$ cat src/rtl/acc_pkg.sv
package acc_pkg;
  localparam int DATA_W = 8;
  localparam int OPC_W  = 2;

  typedef enum logic [1:0] {
    OP_NOR = 2'b00,
    OP_ADD = 2'b01,
    OP_STA = 2'b10,
    OP_JCC = 2'b11
  } opcode_t;

  typedef enum logic [2:0] {
    ST_FETCH, ST_DECODE, ST_READ_OP, ST_EXEC, ST_STORE, ST_JUMP
  } state_t;

  typedef struct packed {
    logic ldIr;
    logic incPc;
    logic ldPc;
    logic ldOp;
    logic ldAcc;
    logic ldCarry;
    logic clrCarry;
    logic aluAdd;
    logic addrFromIr;
  } strobe_t;
endpackage

$ cat src/rtl/acc_datapath.sv
module acc_datapath
  import acc_pkg::*;
#(
  parameter int DATA_W = acc_pkg::DATA_W,
  localparam int ADDR_W = DATA_W - OPC_W
) (
  input  logic              clk,
  input  logic              rstN,
  input  strobe_t           s,
  input  logic [DATA_W-1:0] memRdata,
  output logic [ADDR_W-1:0] memAddr,
  output logic [DATA_W-1:0] memWdata,
  output opcode_t           opcode,
  output logic              carry
);
  logic [ADDR_W-1:0] pc;
  logic [DATA_W-1:0] ir, opReg, acc, aluRes;
  logic [DATA_W:0]   aluSum;

  assign aluSum   = {1'b0, acc} + {1'b0, opReg};
  assign aluRes   = s.aluAdd ? aluSum[DATA_W-1:0] : ~(acc | opReg);
  assign memAddr  = s.addrFromIr ? ir[ADDR_W-1:0] : pc;
  assign memWdata = acc;
  assign opcode   = opcode_t'(ir[DATA_W-1 -: OPC_W]);

  always_ff @(posedge clk) begin
    if (!rstN) begin
      pc    <= '0;
      ir    <= '0;
      opReg <= '0;
      acc   <= '0;
      carry <= 1'b0;
    end else begin
      if (s.ldIr) ir <= memRdata;
      if (s.ldPc) pc <= ir[ADDR_W-1:0];
      else if (s.incPc) pc <= pc + 1'b1;
      if (s.ldOp) opReg <= memRdata;
      if (s.ldAcc) acc <= aluRes;
      if (s.ldCarry) carry <= aluSum[DATA_W];
      else if (s.clrCarry) carry <= 1'b0;
    end
  end

  AST_PC_STEP: assert property (@(posedge clk) disable iff (!rstN)
    $past(rstN) && $past(s.incPc) && !$past(s.ldPc) |-> pc == $past(pc) + 1'b1);
  AST_NOR_KEEPS_CARRY: assert property (@(posedge clk) disable iff (!rstN)
    s.ldAcc && !s.aluAdd |=> $stable(carry));
  AST_JCC_CLEARS: assert property (@(posedge clk) disable iff (!rstN)
    s.clrCarry |=> !carry);
endmodule

$ cat src/rtl/acc_control.sv
module acc_control
  import acc_pkg::*;
(
  input  logic    clk,
  input  logic    rstN,
  input  opcode_t opcode,
  input  logic    carry,
  output strobe_t s,
  output logic    memEn,
  output logic    memWe
);
  state_t state, stateNext;

  always_ff @(posedge clk) begin
    if (!rstN) state <= ST_FETCH;
    else state <= stateNext;
  end

  always_comb begin
    s = '0;
    memEn = 1'b0;
    memWe = 1'b0;
    stateNext = state;
    unique case (state)
      ST_FETCH: begin
        memEn = 1'b1;
        s.ldIr = 1'b1;
        s.incPc = 1'b1;
        stateNext = ST_DECODE;
      end
      ST_DECODE: begin
        unique case (opcode)
          OP_NOR, OP_ADD: stateNext = ST_READ_OP;
          OP_STA:         stateNext = ST_STORE;
          OP_JCC:         stateNext = ST_JUMP;
        endcase
      end
      ST_READ_OP: begin
        memEn = 1'b1;
        s.addrFromIr = 1'b1;
        s.ldOp = 1'b1;
        stateNext = ST_EXEC;
      end
      ST_EXEC: begin
        s.ldAcc = 1'b1;
        s.aluAdd = (opcode == OP_ADD);
        s.ldCarry = (opcode == OP_ADD);
        stateNext = ST_FETCH;
      end
      ST_STORE: begin
        memEn = 1'b1;
        memWe = 1'b1;
        s.addrFromIr = 1'b1;
        stateNext = ST_FETCH;
      end
      ST_JUMP: begin
        s.ldPc = !carry;
        s.clrCarry = carry;
        stateNext = ST_FETCH;
      end
      default: stateNext = ST_FETCH;
    endcase
  end

  AST_WE_NEEDS_EN: assert property (@(posedge clk) disable iff (!rstN)
    memWe |-> memEn);
  AST_EXEC_AFTER_READ: assert property (@(posedge clk) disable iff (!rstN)
    s.ldAcc |-> $past(s.ldOp));
  AST_JUMP_ONLY_CLEAR: assert property (@(posedge clk) disable iff (!rstN)
    s.ldPc |-> !carry);
endmodule

$ cat src/rtl/acc_core.sv
module acc_core
  import acc_pkg::*;
#(
  parameter int DATA_W = acc_pkg::DATA_W,
  localparam int ADDR_W = DATA_W - OPC_W
) (
  input  logic              clk,
  input  logic              rstN,
  output logic [ADDR_W-1:0] memAddr,
  input  logic [DATA_W-1:0] memRdata,
  output logic [DATA_W-1:0] memWdata,
  output logic              memEn,
  output logic              memWe
);
  strobe_t strobes;
  opcode_t opcode;
  logic    carry;

  acc_control u_ctrl (
    .clk(clk), .rstN(rstN), .opcode(opcode), .carry(carry),
    .s(strobes), .memEn(memEn), .memWe(memWe)
  );

  acc_datapath #(.DATA_W(DATA_W)) u_dp (
    .clk(clk), .rstN(rstN), .s(strobes), .memRdata(memRdata),
    .memAddr(memAddr), .memWdata(memWdata), .opcode(opcode), .carry(carry)
  );
endmodule

$ cat config.mk
export PLATFORM = sky130hd
export DESIGN_NAME = acc_core
export DESIGN_NICKNAME = d
export VERILOG_FILES = /design/src/rtl/acc_pkg.sv /design/src/rtl/acc_datapath.sv /design/src/rtl/acc_control.sv /design/src/rtl/acc_core.sv
export SDC_FILE = /design/constraint.sdc
export NUM_CORES = 1
export LEC_CHECK = 0
export BUFFER_PORTS_ARGS = -buffer_cell sky130_fd_sc_hd__buf_2
export CAP_MARGIN = 20
export CORE_MARGIN = 1
export CORE_UTILIZATION = 30
export CTS_CLUSTER_SIZE = 25
export DETAILED_ROUTE_END_ITERATION = 8
export MAX_ROUTING_LAYER = met4
export PLACE_DENSITY = 0.52
export SYNTH_ARGS = -nofsm -noshare
export SYNTH_HDL_FRONTEND = slang
export SYNTH_SLANG_ARGS = --single-unit
$ cat constraint.sdc
create_clock -name clk -period 2.3 [get_ports clk]
set_input_delay 0.23 -clock clk [delete_from_list [all_inputs] [get_ports clk]]
set_output_delay 0.23 -clock clk [all_outputs]
set_load 0.05 [all_outputs]
==> impl_metrics.ini, run 1 <==
[global_routing]
antenna_found_initial = 0
grt_max_degree = 22
grt.overflow.total = 0
track_usage_pct = 15.7
globalRouteMet3Util_pct = 2.37
busiest_layer = met2
grt_pass1_vias = 1716
grt_pass1_wl_mm = 8.49
grt_use_met1_pct = 21.0
use_met2_pct = 23.8

[worst_hold_path]
min_to = u_dp.opReg[7]$_SDFFE_PN0P_
hp-class = primary input to flip-flop
whs_path_depth = 3
min-delay-start = memRdata[7]

[power]
vdd_drop_max_mv = 0.232
powerDensity_nw_per_um2 = 634
leakage_uw = 0.000971
finalPower_uw = 1450

[placed_design]
hpwl_mm = 3.64
numPortBuffers = 25
gp_congestion = 0.829
dpl.cell_count = 349

[logic_synthesis]
yosysTopAreaCell = dfxtp_1
yosys_most_used_dff = dfxtp_1
syn_nets = 284
avgSynthCellArea_um2 = 7.80
seq_area_frac_synth_pct = 34.1
yosysWarnings = 0
ys_ff_latch = 34
yosys.cell_types.count = 43
async_flop_share_pct = 0
syn_inst = 256
synth_edf_count = 0
synth_area_um2 = 2000
synth.area.top_cells = dfxtp_1 34%, ha_1 11%, a21oi_1 8.3%
synth_top_area_share_pct = 34.1

[drt]
num_vias = 1809
dr.pass1.iters = 4
routed_wl_mm = 5.01
drc = 0
initialDrtViolationCount = 67
wl_per_cell_um = 14.0
ant_nets = 0
vias_per_cell = 5.07

[critical_path]
cp-end-kind = output pin
startpoint_type = flip-flop
crit_slowest_cell = dfxtp_1
rr_worst_depth = 8
reg2reg_to = u_dp.memWdata[4]$_SDFFE_PN0N_
rrSetupSlack_ns = 0.40
critical-path-max-stage-delay_ns = 0.45
crit_fanout = 7
r2r-start = u_dp.memWdata[0]$_SDFFE_PN0N_
required_ns = 2.07
critPathKind = flip-flop to output pin
crit_start = u_ctrl.state[0]$_SDFF_PN0_
crit_chain = inv_2 > and3_1 > nor2_4 > mux2_2 > buf_2
cp.arrival_ns = 1.84

[floorplanning]
fp.coreArea_um2 = 6390
initial_core_util_pct = 31.2
ios = 26
fp.dieArea_um2 = 6980
rows = 29
die_w_um = 83.6
die_y_um = 83.6

[cts]
path_clk_slew_ns = 0.07
clk_path_buf_depth = 2
cts-resized-gates = 0
cts_tree = built
htree_levels = 2
clock-sinks = 34
hold_buffers = 0
cts_root_buf = clkbuf_8
cts_inserted_buffers = 5
clkLatencyLatePin_ns = 0.29
cts_setup_buffers = 0

[cells_and_area]
drive_above_1_share_pct = 16.4
final_cells = 357
layout.nets = 307
area_growth_pct = 14.7
diodes = 0

[status]
status = finished clean

[sta]
rsz0062_at_grt = no
fin_crit_sh_pct = 90.2
tightest_slew_ns = 0.494
slew_headroom_pct = 67.1
finClkSkew_ns = 0.00989
finalSetupTns_ns = 0
drv_slew = 0
fmax_ghz = 0.482
whs_ns = 0.196
setup_viol = 0
hold_viol = 0
fin_crit_ns = 2.07

[job]
cap_violations = 0
## metrics by stage
stage / worst slack (ns) / area [um^2] / utilization, %
after floorplan: 0.226 / 2000 / -
after global placement: 0.484 / 2200 / 34.4
after detailed placement: 0.440 / 2200 / 34.4
after CTS: 0.197 / 2290 / 35.8
after global routing: 0.0906 / 2290 / 35.8
final: 0.226 / 2290 / 35.8
## registers in the layout, indices dropped and copies added (netlist names)
| signal | flops |
|---|---|
| u_dp.ir | 8 |
| u_dp.opReg | 8 |
| u_dp.carry | 1 |
| u_dp.memWdata | 8 |
| u_ctrl.state | 3 |
| u_dp.pc | 6 |
## worst max path at each step
| stage | endpoint | slack, ns | cells past startpoint |
|---|---|---|---|
| floorplan | u_dp.memWdata[6]$_SDFFE_PN0N_ | 0.23 | 8 |
| CTS | memAddr[1] | 0.20 | 5 |
| global placement | u_dp.memWdata[4]$_SDFFE_PN0N_ | 0.48 | 8 |
| global route | memAddr[1] | 0.09 | 5 |
| detailed placement | u_dp.memWdata[4]$_SDFFE_PN0N_ | 0.44 | 8 |
| finish | memAddr[5] | 0.23 | 5 |
## synth_stat cells, types with 2 or more instances
library cell  number
dfxtp_1           34
a21oi_1           33
nand2_1           31
nor2_1            27
inv_1             21
ha_1              17
o21ai_0           10
nor2b_1            9
clkbuf_1           8
nor3_1             7
mux2_2             6
a211oi_1           5
buf_2              5
nand3_1            5
and3_1             4
a221oi_1           3
a21boi_0           2
a21o_1             2
and2_1             2
nand4_1            2
## logic make-up after synthesis
family / share of synthesized area, %
XOR/XNOR: 0.439
buffers and inverters: 6.90
AO/OA/AOI/OAI: 20.0
AND/OR/NAND/NOR: 23.0
adder cells (fa/ha/maj): 11.7
multiplexers: 3.89
flip-flops: 34.1
## layout make-up
class | count | area (um^2)
multi-input cells | 187 | 1180
inverters | 22 | 82.6
clock buffers | 7 | 86.3
fillers | 688 | 4100
repair buffers | 29 | 155
clock inverters | 1 | 5.00
flip-flops and latches | 34 | 681
well taps | 77 | 96.3
## report_power, final
part	internal (uW)	total, uW	switching (uW)
clock	242	474	232
sequential	625	663	37.6
combinational	102	314	212
total	970	1450	481
## layer usage
metal,up-vias,wire length (um),part of all wire (%)
met5,-,0,0
met4,0,86,1.7
met3,8,145,2.9
met2,30,2280,45
met1,844,2500,50
li1,927,-,-
## worst max-delay path, delay by kind of cell, from the launching register on
kind,cells,cell delay (ns)
flip-flops,1,0.45
AND/OR/NAND/NOR,2,0.41
multiplexers,1,0.37
buffers and inverters,2,0.33
## layout by cell type (no fill, tap or decap), types with 2 or more instances in the layout
cell / instances
o21ai_0: 10
mux2_2: 6
nand3_1: 5
a21boi_0: 2
a21o_1: 2
inv_1: 21
ha_1: 17
a221oi_1: 3
buf_2: 25
nand2_1: 31
buf_4: 4
clkbuf_8: 6
dfxtp_1: 34
nand4_1: 2
and3_1: 4
nor2_1: 27
a211oi_1: 5
a21oi_1: 33
and2_1: 2
nor2b_1: 9
nor3_1: 6
Power figures use the tool's default switching activity.
==> run 2: changes to the inputs <==
REMOVE_ABC_BUFFERS = 1   (was default)
==> run 2 against run 1 <==
Global-route usage is 0.89 points lower. Count of clock-buffer cells in the layout is the same. Maximum frequency down 0.84%. Via count is 0.61% lower. Critical path type unchanged.
==> impl_metrics.ini, run 2 (synthesis gave the netlist of run 1 again) <==
[critical_path]
reg2reg_to = u_dp.memWdata[7]$_SDFFE_PN0N_
cp.arrival_ns = 1.86
startpoint_type = flip-flop
cp_num_buf_inv = 1
crit_slowest_cell = dfxtp_1
crit_start = u_ctrl.state[1]$_SDFF_PN0_
r2r-start = u_dp.memWdata[1]$_SDFFE_PN0N_
crit_chain = nor3_1 > nor2_4 > mux2_2 > buf_2
rr_worst_depth = 6
path_delay_family = flip-flops
critPathKind = flip-flop to output pin
required_ns = 2.07
critical-path-max-stage-delay_ns = 0.58
rrSetupSlack_ns = 0.35
crit_fanout = 12
cp-end-kind = output pin

[cts]
cts_inserted_buffers = 5
cts-resized-gates = 0
cts_root_buf = clkbuf_8
path_clk_slew_ns = 0.07
htree_levels = 2
cts_setup_buffers = 0
clk_path_buf_depth = 2
clkLatencyLatePin_ns = 0.28
clock-sinks = 34
cts_tree = built
hold_buffers = 0

[floorplanning]
ios = 26
fp.coreArea_um2 = 6390
initial_core_util_pct = 31.2
die_w_um = 83.6
die_y_um = 83.6
rows = 29
fp.dieArea_um2 = 6980

[drt]
routed_wl_mm = 4.85
vias_per_cell = 5.04
ant_nets = 0
num_vias = 1798
drc = 0
initialDrtViolationCount = 94
dr.pass1.iters = 4
wl_per_cell_um = 13.6

[sta]
finClkSkew_ns = 0.00414
fmax_ghz = 0.478
tightest_slew_ns = 0.492
fin_crit_ns = 2.09
slew_headroom_pct = 67.2
whs_ns = 0.192
fin_crit_sh_pct = 90.9
hold_viol = 0
setup_viol = 0
rsz0062_at_grt = no
fin_ws_ns = 0.209
drv_slew = 0

[cells_and_area]
final_area_um2 = 2300
utilization_pct = 36.0
regArea_um2 = 681
diodes = 0
multiInputGateArea_um2 = 1180
drive_above_1_share_pct = 15.7
area_growth_pct = 15.2
fillCellCount = 695
final_common_cell = dfxtp_1
final_cell_mix = 34 x dfxtp_1, 33 x a21oi_1, 31 x nand2_1
layout.nets = 307

[worst_hold_path]
whs_path_depth = 3
min_to = u_dp.opReg[0]$_SDFFE_PN0P_
min-delay-start = memRdata[0]
hp-class = primary input to flip-flop

[job]
cap_violations = 0

[power]
vdd_drop_max_mv = 0.379
powerDensity_nw_per_um2 = 658
leakage_uw = 0.000972

[placed_design]
hpwl_mm = 3.58
numPortBuffers = 25
post-place-ws_ns = 0.355
gp_congestion = 0.792
placed_area_um2 = 2190

[global_routing]
grt.overflow.total = 0
track_usage_pct = 14.8
grt_pass1_wl_mm = 8.16
antenna_found_initial = 0
grt_pass1_vias = 1753
grt_max_degree = 22

[status]
status = finished clean
## run 2: area by class of cell
cell class                      count  share of cell area, %
Multi-Input combinational cell    187                   51.2
Sequential cell                    34                   29.6
Timing Repair Buffer               29                   6.75
Tap cell                           77                   4.19
Inverter                           22                   3.59
Clock buffer                        7                   3.32
Clock inverter                      1                   1.31
## run 2: per-stage QoR
stage                     std cells  TNS (ns)  total power [uW]
final                           357         0              1510
after global routing            357         0              1600
after CTS                       357         0              1530
after detailed placement        349         0               991
after global placement          349         0               988
after floorplan                 243     -1.42               897
## run 2: worst max path at each step
stage                                          endpoint  cells past startpoint  slack (ns)
after floorplan                              memAddr[0]                      3       -0.21
after global placement    u_dp.memWdata[7]$_SDFFE_PN0N_                      6        0.35
after detailed placement  u_dp.memWdata[7]$_SDFFE_PN0N_                      6        0.35
after CTS                                    memAddr[3]                      4        0.18
after global routing                         memAddr[0]                      4        0.11
final                                        memAddr[3]                      4        0.21
## run 2: per-layer routing
layer  track usage (%)  up-vias  part of all wire, %
met5                 -        -                    0
met2              23.7       37                   45
met3              3.26        7                  3.8
met1              18.7      826                   50
met4              4.62        0                 0.95
li1                  -      928                    -
## run 2: worst reg2reg max path, stage by stage, from the launching register on
cell      delay [ns]
dfxtp_1         0.36
inv_1           0.10
ha_1            0.31
a211oi_1        0.31
nor2_1          0.14
o41ai_1         0.39
o221ai_1        0.19
## run 2: power breakdown
group	total, uW	leakage (uW)	switching, uW	internal [uW]
Sequential	662	0.000277	36.1	625
Combinational	313	0.000642	210	103
Clock	539	0.0000524	215	324
==> run 3: changes to the inputs <==
==> constraint.sdc (replaced) <==
create_clock -name clk -period 2.3 [get_ports clk]
set_input_delay 0.46 -clock clk [delete_from_list [all_inputs] [get_ports clk]]
set_output_delay 0.46 -clock clk [all_outputs]
set_load 0.05 [all_outputs]
==> run 3 against run 2 <==
Sequential share of layout area rose by 0.16 points. Register-to-register slack barely moved. Clock power is 14% lower. Worst hold slack better by 0.23 ns. First-iteration DRC count is 18% higher. Via count up 0.22%. Global-route usage decreased by 0.20 points. Combinational power is essentially flat. Cell area rose by 0.38%. Flip-flop and latch count unchanged. Largest power group unchanged.
==> impl_metrics.ini, run 3 (synthesis gave the netlist of run 1 again) <==
[drt]
ant_nets = 0
drc = 0
dr.pass1.iters = 4
routed_wl_mm = 4.72
num_vias = 1802
vias_per_cell = 5.02
initialDrtViolationCount = 111
wl_per_cell_um = 13.1

[placed_design]
numPortBuffers = 25
hpwl_mm = 3.42
gp_congestion = 0.784
placed_area_um2 = 2210

[cells_and_area]
area_growth_pct = 15.6
final_cell_mix = 33 x a21oi_1, 31 x nand2_1, 31 x dfxtp_1
final_area_um2 = 2310
final_common_cell = a21oi_1
layout.nets = 309
diodes = 0
drive_above_1_share_pct = 18.1

[critical_path]
crit_slowest_cell = mux2_2
crit_chain = inv_2 > and3_1 > nor2_4 > mux2_2 > buf_2
r2r-start = u_dp.memWdata[0]$_SDFFE_PN0N_
critPathKind = flip-flop to output pin
required_ns = 1.84
cp.arrival_ns = 1.70
reg2reg_to = u_dp.memWdata[4]$_SDFFE_PN0N_
critical-path-max-stage-delay_ns = 0.36
cp_num_buf_inv = 2
rrSetupSlack_ns = 0.35
cp-end-kind = output pin
path_delay_family = simple AND/OR/NAND/NOR gates
startpoint_type = flip-flop
crit_fanout = 7
rr_worst_depth = 8

[power]
p_sw_uw = 464
p_comb_share_pct = 22.0
power_frac_seq_pct = 46.0
leakage_uw = 0.000979
powerDensity_nw_per_um2 = 623
clock_power_share_pct = 32.0
vdd_drop_max_mv = 0.444
p_int_uw = 974
swShare_pct = 32.3

[cts]
cts_inserted_buffers = 5
clock-sinks = 34
htree_levels = 2
path_clk_slew_ns = 0.08
clkLatencyLatePin_ns = 0.28
clk_path_buf_depth = 2
cts_root_buf = clkbuf_8
cts_tree = built
hold_buffers = 0

[sta]
setup_viol = 0
slew_headroom_pct = 69.9
fmax_ghz = 0.463
fin_crit_sh_pct = 94.0
drv_slew = 0
tightest_slew_ns = 0.450
finalSetupTns_ns = 0
finClkSkew_ns = 0.0115
fin_crit_ns = 2.16
rsz0062_at_grt = no
hold_viol = 0

[floorplanning]
initial_core_util_pct = 31.2
die_w_um = 83.6
fp.dieArea_um2 = 6980
ios = 26
die_y_um = 83.6
fp.coreArea_um2 = 6390
rows = 29

[worst_hold_path]
hp-class = primary input to flip-flop
whs_path_depth = 3
min_to = u_dp.opReg[0]$_SDFFE_PN0P_
min-delay-start = memRdata[0]

[status]
status = finished clean

[global_routing]
track_usage_pct = 14.6
grt_max_degree = 22
antenna_found_initial = 0
grt_pass1_wl_mm = 8.02
grt.overflow.total = 0
grt_pass1_vias = 1679

[job]
cap_violations = 0
run 3: per-stage QoR:
| stage | util, % | setup WS [ns] | total power [uW] | hold WS (ns) | std cells |
|---|---|---|---|---|---|
| finish | 36.1 | 0.138 | 1440 | 0.423 | 359 |
| global placement | 34.6 | 0.340 | 990 | 0.476 | 351 |
| floorplan | - | -0.439 | 897 | 0.446 | 243 |
| CTS | 36.0 | 0.0300 | 1460 | 0.411 | 359 |
| detailed placement | 34.6 | 0.339 | 992 | 0.473 | 351 |
| global route | 36.1 | 0.0226 | 1520 | 0.436 | 359 |
run 3: power groups by stage:
stage          Sequential, uW  Clock [uW]  Combinational, uW
3_5_place_dp              675           0                318
6_report                  662         461                316
5_1_grt                   668         493                355
4_1_cts                   661         476                320
2_1_floorplan             691           0                206
3_3_place_gp              674           0                316
run 3: worst max-delay path by stage:
stage | end | depth (start not counted) | slack [ns] | from
finish | memAddr[4] | 5 | 0.14 | u_ctrl.state[2]$_SDFF_PN0_
global route | memAddr[3] | 5 | 0.02 | u_ctrl.state[2]$_SDFF_PN0_
CTS | memAddr[4] | 4 | 0.03 | u_ctrl.state[1]$_SDFF_PN0_
detailed placement | memAddr[4] | 4 | 0.34 | u_ctrl.state[1]$_SDFF_PN0_
global placement | memAddr[0] | 4 | 0.34 | u_ctrl.state[1]$_SDFF_PN0_
floorplan | memAddr[0] | 3 | -0.44 | u_ctrl.state[1]$_SDFF_PN0_
run 3: repair_timing:
action	in CTS	in global routing
setup endpoints to repair	0	6
gates resized for setup	0	6
buffers inserted	0	0
run 3: worst min-delay path, stage by stage:
cell and delay, ns:
buf_2 0.09, a21oi_1 0.05, nor2_1 0.07
run 3: cell type report:
type,count,area (um^2)
Fill cell,699,4080
Multi-Input combinational cell,187,1180
Sequential cell,34,687
Timing Repair Buffer,31,173
Tap cell,77,96.3
Clock buffer,7,86.3
Inverter,22,82.6
Clock inverter,1,5.00
run 3: metal layers:
layer  wire, um  GRT usage (%)  share of wire (%)
met2       2120           22.8                 45
met3        206           3.46                4.4
met5          0              -                  0
met1       2360           19.1                 50
met4         32           3.70               0.68
